$ cat src/rtl/pwm_edge_pkg.sv
package pwm_edge_pkg;

   // Action taken by a channel when the step counter enters a new step
   typedef enum logic [1:0] {
      ACT_HOLD = 2'd0,
      ACT_SET  = 2'd1,
      ACT_CLR  = 2'd2,
      ACT_FLIP = 2'd3
   } edge_act_e;

   function automatic edge_act_e decode_edges(input logic hit_rise, input logic hit_fall);
      edge_act_e act;
      unique case ({hit_rise, hit_fall})
         2'b10:   act = ACT_SET;
         2'b01:   act = ACT_CLR;
         2'b11:   act = ACT_FLIP;
         default: act = ACT_HOLD;
      endcase
      return act;
   endfunction

endpackage

$ cat src/rtl/pwm_prescaler.sv
module pwm_prescaler #(
   parameter int  PW      = 8,
   parameter bit  ENABLED = 1'b1
) (
   input  logic          clk,
   input  logic          rst_n,
   input  logic [PW-1:0] limit,
   output logic          tick
);

   generate
      if (ENABLED) begin : g_div
         logic [PW-1:0] cnt;

         // Compare with >= so that a lowered limit still wraps
         assign tick = (cnt >= limit);

         always_ff @(posedge clk or negedge rst_n) begin
            if (!rst_n)    cnt <= '0;
            else if (tick) cnt <= '0;
            else           cnt <= cnt + 1'b1;
         end

         // a wrap tick is always followed by a cleared count
         p_tick_clears_r2: assert property (@(posedge clk) disable iff (!rst_n)
            tick |=> (cnt == '0));

         // without a tick, the count advances by exactly one
         p_count_up_r2: assert property (@(posedge clk) disable iff (!rst_n)
            !tick |=> (cnt == $past(cnt) + 1'b1));
      end else begin : g_nodiv
         // Prescaler removed: the step counter advances on every clock
         assign tick = 1'b1;
      end
   endgenerate

endmodule

$ cat src/rtl/pwm_step_counter.sv
module pwm_step_counter #(
   parameter int SW = 8
) (
   input  logic          clk,
   input  logic          rst_n,
   input  logic          adv,
   input  logic [SW-1:0] limit,
   output logic [SW-1:0] step,
   output logic [SW-1:0] step_next
);

   // The step that the next advance will enter
   assign step_next = (step >= limit) ? '0 : step + 1'b1;

   always_ff @(posedge clk or negedge rst_n) begin
      if (!rst_n)   step <= '0;
      else if (adv) step <= step_next;
   end

   // the step holds between advances
   p_step_hold_r2: assert property (@(posedge clk) disable iff (!rst_n)
      !adv |=> $stable(step));

   // an advance at the last step returns the counter to zero
   p_step_wrap_r2: assert property (@(posedge clk) disable iff (!rst_n)
      (adv && (step >= limit)) |=> (step == '0));

endmodule

$ cat src/rtl/pwm_channel.sv
module pwm_channel
   import pwm_edge_pkg::*;
#(
   parameter int SW = 8
) (
   input  logic          clk,
   input  logic          rst_n,
   input  logic          adv,
   input  logic          en,
   input  logic [SW-1:0] step_next,
   input  logic [SW-1:0] rise_at,
   input  logic [SW-1:0] fall_at,
   output logic          out
);

   logic      hit_rise;
   logic      hit_fall;
   edge_act_e act;

   assign hit_rise = (step_next == rise_at);
   assign hit_fall = (step_next == fall_at);
   assign act      = decode_edges(hit_rise, hit_fall);

   always_ff @(posedge clk or negedge rst_n) begin
      if (!rst_n)       out <= 1'b0;
      else if (!en)     out <= 1'b0;
      else if (adv) begin
         unique case (act)
            ACT_SET:  out <= 1'b1;
            ACT_CLR:  out <= 1'b0;
            ACT_FLIP: out <= ~out;
            default:  out <= out;
         endcase
      end
   end

   // a disabled channel is low one edge later
   p_disabled_low_r7: assert property (@(posedge clk) disable iff (!rst_n)
      !en |=> !out);

   // the output only moves on a step entry
   p_hold_between_r3: assert property (@(posedge clk) disable iff (!rst_n)
      (en && !adv) |=> $stable(out));

   // entering the rising step alone drives the output high
   p_rise_sets_r3: assert property (@(posedge clk) disable iff (!rst_n)
      (en && adv && (step_next == rise_at) && (step_next != fall_at)) |=> out);

   // entering the falling step alone drives the output low
   p_fall_clears_r3: assert property (@(posedge clk) disable iff (!rst_n)
      (en && adv && (step_next == fall_at) && (step_next != rise_at)) |=> !out);

   // coincident edges invert the output
   p_equal_flips_r4: assert property (@(posedge clk) disable iff (!rst_n)
      (en && adv && (step_next == rise_at) && (rise_at == fall_at)) |=> (out != $past(out)));

endmodule

$ cat src/rtl/pwm_edge_gen.sv
module pwm_edge_gen #(
   parameter int NCH     = 16,
   parameter int PW      = 8,
   parameter int SW      = 8,
   parameter bit HAS_DIV = 1'b1
) (
   input  logic              clk,
   input  logic              rst_n,
   input  logic [PW-1:0]     prescale_val,
   input  logic [SW-1:0]     step_limit,
   input  logic [NCH-1:0]    chan_en,
   input  logic [NCH*SW-1:0] rise_pos,
   input  logic [NCH*SW-1:0] fall_pos,
   output logic [NCH-1:0]    pwm_out
);

   localparam int BUSW = NCH * SW;

   generate
      if (NCH < 1 || NCH > 256) begin : g_bad_nch
         $error("pwm_edge_gen: NCH out of range");
      end
      if (PW < 1 || PW > 16) begin : g_bad_pw
         $error("pwm_edge_gen: PW out of range");
      end
      if (SW < 2 || SW > 16) begin : g_bad_sw
         $error("pwm_edge_gen: SW out of range");
      end
      if (BUSW != $bits(rise_pos)) begin : g_bad_bus
         $error("pwm_edge_gen: edge bus width mismatch");
      end
   endgenerate

   logic          tick;
   logic [SW-1:0] step_cur;
   logic [SW-1:0] step_nxt;

   pwm_prescaler #(.PW(PW), .ENABLED(HAS_DIV)) u_div (
      .clk   (clk),
      .rst_n (rst_n),
      .limit (prescale_val),
      .tick  (tick)
   );

   pwm_step_counter #(.SW(SW)) u_steps (
      .clk       (clk),
      .rst_n     (rst_n),
      .adv       (tick),
      .limit     (step_limit),
      .step      (step_cur),
      .step_next (step_nxt)
   );

   // one channel per output, all on the shared timebase
   generate
      for (genvar i = 0; i < NCH; i++) begin : g_ch
         pwm_channel #(.SW(SW)) u_ch (
            .clk       (clk),
            .rst_n     (rst_n),
            .adv       (tick),
            .en        (chan_en[i]),
            .step_next (step_nxt),
            .rise_at   (rise_pos[i*SW +: SW]),
            .fall_at   (fall_pos[i*SW +: SW]),
            .out       (pwm_out[i])
         );
      end
   endgenerate

   // the shared step never exceeds the limit while the limit is steady
   p_step_in_range_r2: assert property (@(posedge clk) disable iff (!rst_n)
      ($stable(step_limit) && (step_cur <= step_limit)) |=> (step_cur <= step_limit));

   // with every channel disabled, every output is low on the next edge
   p_all_off_r7: assert property (@(posedge clk) disable iff (!rst_n)
      (chan_en == '0) |=> (pwm_out == '0));

endmodule

$ cat config.mk
export PLATFORM = sky130hd
export DESIGN_NAME = pwm_edge_gen
export DESIGN_NICKNAME = d
export VERILOG_FILES = /design/src/rtl/pwm_edge_pkg.sv /design/src/rtl/pwm_prescaler.sv /design/src/rtl/pwm_step_counter.sv /design/src/rtl/pwm_channel.sv /design/src/rtl/pwm_edge_gen.sv
export SDC_FILE = /design/constraint.sdc
export NUM_CORES = 1
export LEC_CHECK = 0
export BUFFER_PORTS_ARGS = -buffer_cell sky130_fd_sc_hd__buf_2
export CAP_MARGIN = 20
export CELL_PAD_IN_SITES_DETAIL_PLACEMENT = 1
export CELL_PAD_IN_SITES_GLOBAL_PLACEMENT = 1
export CORE_MARGIN = 2
export CORE_UTILIZATION = 30
export DETAILED_ROUTE_END_ITERATION = 7
export HOLD_SLACK_MARGIN = 0.15
export PLACE_DENSITY_LB_ADDON = 0.1
export SETUP_SLACK_MARGIN = 0.1
export SKIP_LAST_GASP = 1
export SYNTH_ARGS = -nofsm -noshare
export SYNTH_HDL_FRONTEND = slang
export SYNTH_SLANG_ARGS = --single-unit
$ cat constraint.sdc
create_clock -name clk -period 3.9 [get_ports clk]
set_input_delay 0.39 -clock clk [delete_from_list [all_inputs] [get_ports clk]]
set_output_delay 0.39 -clock clk [all_outputs]
set_load 0.01 [all_outputs]
==> flow_summary.yaml <==
status:
  status: "finished, final reports clean"
sta:
  hold_viol: 0
  fin_setup_tns_ns: 0
  fmax_ghz: 0.275
  drv_slew: 0
  worstMarginPinSlew_ns: 0.949
  setup_slack_ns: 0.265
  relSlewSlack_pct: 36.8
  post-route-min-period_ns: 3.64
  rsz0062_at_grt: "false"
  fin_skew_ns: 0.0168
  final-setup-viol-count: 0
  final.period_utilization_pct: 93.2
route:
  wl_um: 42600
  via_count: 10800
  via_per_inst: 6.09
  antenna_left: 0
  first_pass_iters: 5
  drt_drc_violations_left: 0
  wl_per_cell_um: 24.0
  first_iter_violations: 847
critical_path:
  r2r_start: "u_steps.step[5]"
  endpoint_kind: "flip-flop"
  cp_max_fo: 21
  reg2reg_depth: 14
  reg2reg_slack_ns: 0.26
  critPathKind: "reg2reg"
  crit_path_start_kind: "flip-flop"
  cp_data_arrival_time_ns: 3.86
  r2r_end: "g_ch[13].u_ch.out"
  crit_required_ns: 4.13
placed_design:
  post-dp-hpwl_um: 32000
  gp_congestion: 0.886
  pre_cts_slack_ns: -0.207
  port_buffers: 305
floorplanning:
  dieArea_um2: 28400
  ios: 306
  num_rows: 60
  die_w_um: 168
  die_h_um: 168
  core-area_um2: 26700
  initial_utilization_pct: 30.4
cts:
  clk_transition_reported_paths_ns: 0.08
  numCtsBuffers: 5
  cts_tree: "yes"
  ctsLongestPathBuffers: 2
  htree_levels: 2
  clkSinkCount: 32
  insertion_delay_ns: 0.31
  root_buffer: "clkbuf_16"
synthesis:
  synth-edff-count: 0
  syn_area_um2: 8120
  ys_types: 57
  ys_ff_latch: 32
  yosysSeqAreaShare_pct: 9.87
  yosysWarnings: 0
  synthCells: 1143
  synth_ff_type: "dfrtp_1"
  synth_fp_nets: 1483
  avgSynthCellArea_um2: 7.10
  async_flop_share_pct: 100
power_and_ir_drop:
  power.combinational.fraction_pct: 84.6
  pwr-share-clk_pct: 7.2
  ir_worst_vdd_uv: 384
  swShare_pct: 57.3
  p_leak_nw: 4.54
  p_int_mw: 2.66
  sequentialPowerShare_pct: 8.2
  power_density_nw_per_um2: 576
  p_switching_mw: 3.57
run:
  maxCapViolations: 0
worst_hold_path:
  hold_class: "in2async"
global_routing:
  overflow: 0
  grt_max_degree: 55
  grt_pass1_wl_um: 63500
  antenna_found_initial: 19
  grt_use_total_pct: 28.9
  grt_pass1_vias: 10600
layout:
  area_delta_synth_final_pct: 33.2
  drive_gt1_share_pct: 30.1
  finalNetCount: 1762
-- synth_stat cells (3+ instances only) --
master / count / area share [%]
nand2b_1: 5 / 0.39
or3_1: 24 / 1.8
nand2_1: 80 / 3.7
and4_1: 3 / 0.32
buf_1: 10 / 0.46
a32o_1: 23 / 2.8
o22a_1: 21 / 2.3
o32a_1: 22 / 2.7
o221ai_1: 11 / 1.2
o21bai_1: 10 / 0.92
a221o_1: 31 / 3.8
a2111oi_0: 9 / 0.97
a2111o_1: 5 / 0.69
clkbuf_1: 65 / 3.0
xnor2_1: 58 / 6.3
a21oi_1: 85 / 5.2
buf_2: 19 / 1.2
nand4_1: 13 / 1.0
inv_1: 58 / 2.7
dfrtp_1: 32 / 9.9
a32oi_1: 38 / 4.1
o31ai_1: 43 / 4.0
xor2_1: 17 / 1.8
mux2i_1: 16 / 2.0
buf_4: 16 / 1.5
a21boi_0: 16 / 1.5
o21a_1: 23 / 2.1
o22ai_1: 11 / 0.85
nor2_1: 90 / 4.2
a211oi_1: 11 / 1.0
nand3_1: 30 / 1.8
and3_1: 6 / 0.46
nor4_1: 21 / 1.6
nor2b_1: 26 / 2.0
o2111ai_1: 22 / 2.4
or4_1: 9 / 0.83
nor3_1: 16 / 0.99
a21o_1: 6 / 0.55
o21ai_0: 41 / 2.5
nand3b_1: 20 / 1.8
ha_1: 50 / 7.7
o21ai_1: 3 / 0.18
a31oi_1: 11 / 0.85
-- per-stage QoR --
step	power [mW]	hold slack [ns]	util [%]	instances	instance area, µm²
floorplan	3.60	0.0944	-	1143	8150
global placement	5.43	0.538	38.9	1750	10400
detailed placement	5.54	0.549	38.9	1750	10400
global route	6.64	0.294	40.4	1775	10800
finish	6.23	0.222	40.4	1779	10800
CTS	6.05	0.256	39.6	1758	10600
-- layout by cell type (no fill, tap or decap), types with 23 or more instances in the layout --
master,n
buf_4,63
a21oi_1,85
nor2b_1,26
dfrtp_1,31
nand3_1,30
ha_1,49
buf_2,305
inv_1,58
or3_1,23
a32oi_1,38
a221o_1,31
nand2_1,80
o31ai_1,41
xnor2_1,55
a32o_1,23
nor2_1,89
o21ai_0,40
o21a_1,23
-- state kept, by name, indices dropped and copies added (netlist names) --
signal           count
u_div.g_div.cnt      8
u_steps.step         8
g_ch.u_ch.out       16
-- cell families (layout without fill, tap and decap cells) --
logic type      count (synthesis)  in the layout  share of synthesized area, %
flops                          32             32                          9.87
buf+inv                       168            448                          8.80
mux                            17             17                          2.11
compound gates                451            451                          41.8
other cells                     0             15                             0
simple gates                  350            350                          21.6
fa+ha+maj                      50             50                          7.71
xor+xnor                       75             75                          8.09
-- timing repair --
action	4_1_cts	5_1_grt
pin swaps	1	8
setup endpoints to repair	12	16
resized for setup	8	24
hold buffers	0	0
setup buffers	0	6
-- worst max-delay path, stage by stage (launching register included) --
cell,delay (ns)
dfrtp_1,0.44
ha_1,0.33
and4_2,0.23
buf_12,0.16
nand2_1,0.11
o21ai_1,0.12
or3_4,0.40
buf_12,0.18
a221o_1,0.34
nor4_4,0.35
buf_4,0.20
ha_1,0.24
nor3_1,0.18
a32oi_1,0.07
a21boi_0,0.19
-- cell type report --
| type | instances | area [µm²] |
|---|---|---|
| antenna | 15 | 37.5 |
| timing repair buffer | 382 | 2250 |
| inverter | 58 | 218 |
| tap | 341 | 427 |
| sequential | 32 | 802 |
| multi-input combinational | 943 | 6920 |
| fill | 3397 | 15900 |
| clock inverter | 3 | 23.8 |
| clock buffer | 5 | 125 |
-- worst max-delay path by stage --
stage                         start                end  slack [ns]  depth (start not counted)
finish              u_steps.step[5]  g_ch[13].u_ch.out        0.26                         14
global route        u_steps.step[5]  g_ch[12].u_ch.out        0.10                         13
CTS                 u_steps.step[0]   g_ch[3].u_ch.out        0.11                         12
detailed placement    step_limit[7]  g_ch[13].u_ch.out       -0.21                         16
global placement      step_limit[7]  g_ch[14].u_ch.out       -0.17                         16
floorplan           u_steps.step[0]  g_ch[12].u_ch.out        0.13                         18
-- power groups by stage --
stage,registers (mW),logic [mW],clock network (mW)
floorplan,0.484,3.11,0
global placement,0.516,4.92,0
detailed placement,0.518,5.02,0
CTS,0.512,5.07,0.461
global route,0.521,5.65,0.473
finish,0.509,5.27,0.452
-- metal layers --
| layer | GRT usage (%) | share of wire (%) | routed length [µm] |
|---|---|---|---|
| met5 | 0 | 0.13 | 56 |
| met4 | 10.0 | 3.1 | 1330 |
| met3 | 5.10 | 7.7 | 3270 |
| met2 | 47.1 | 46 | 19400 |
| met1 | 38.5 | 43 | 18500 |
Power figures use the tool's default switching activity.
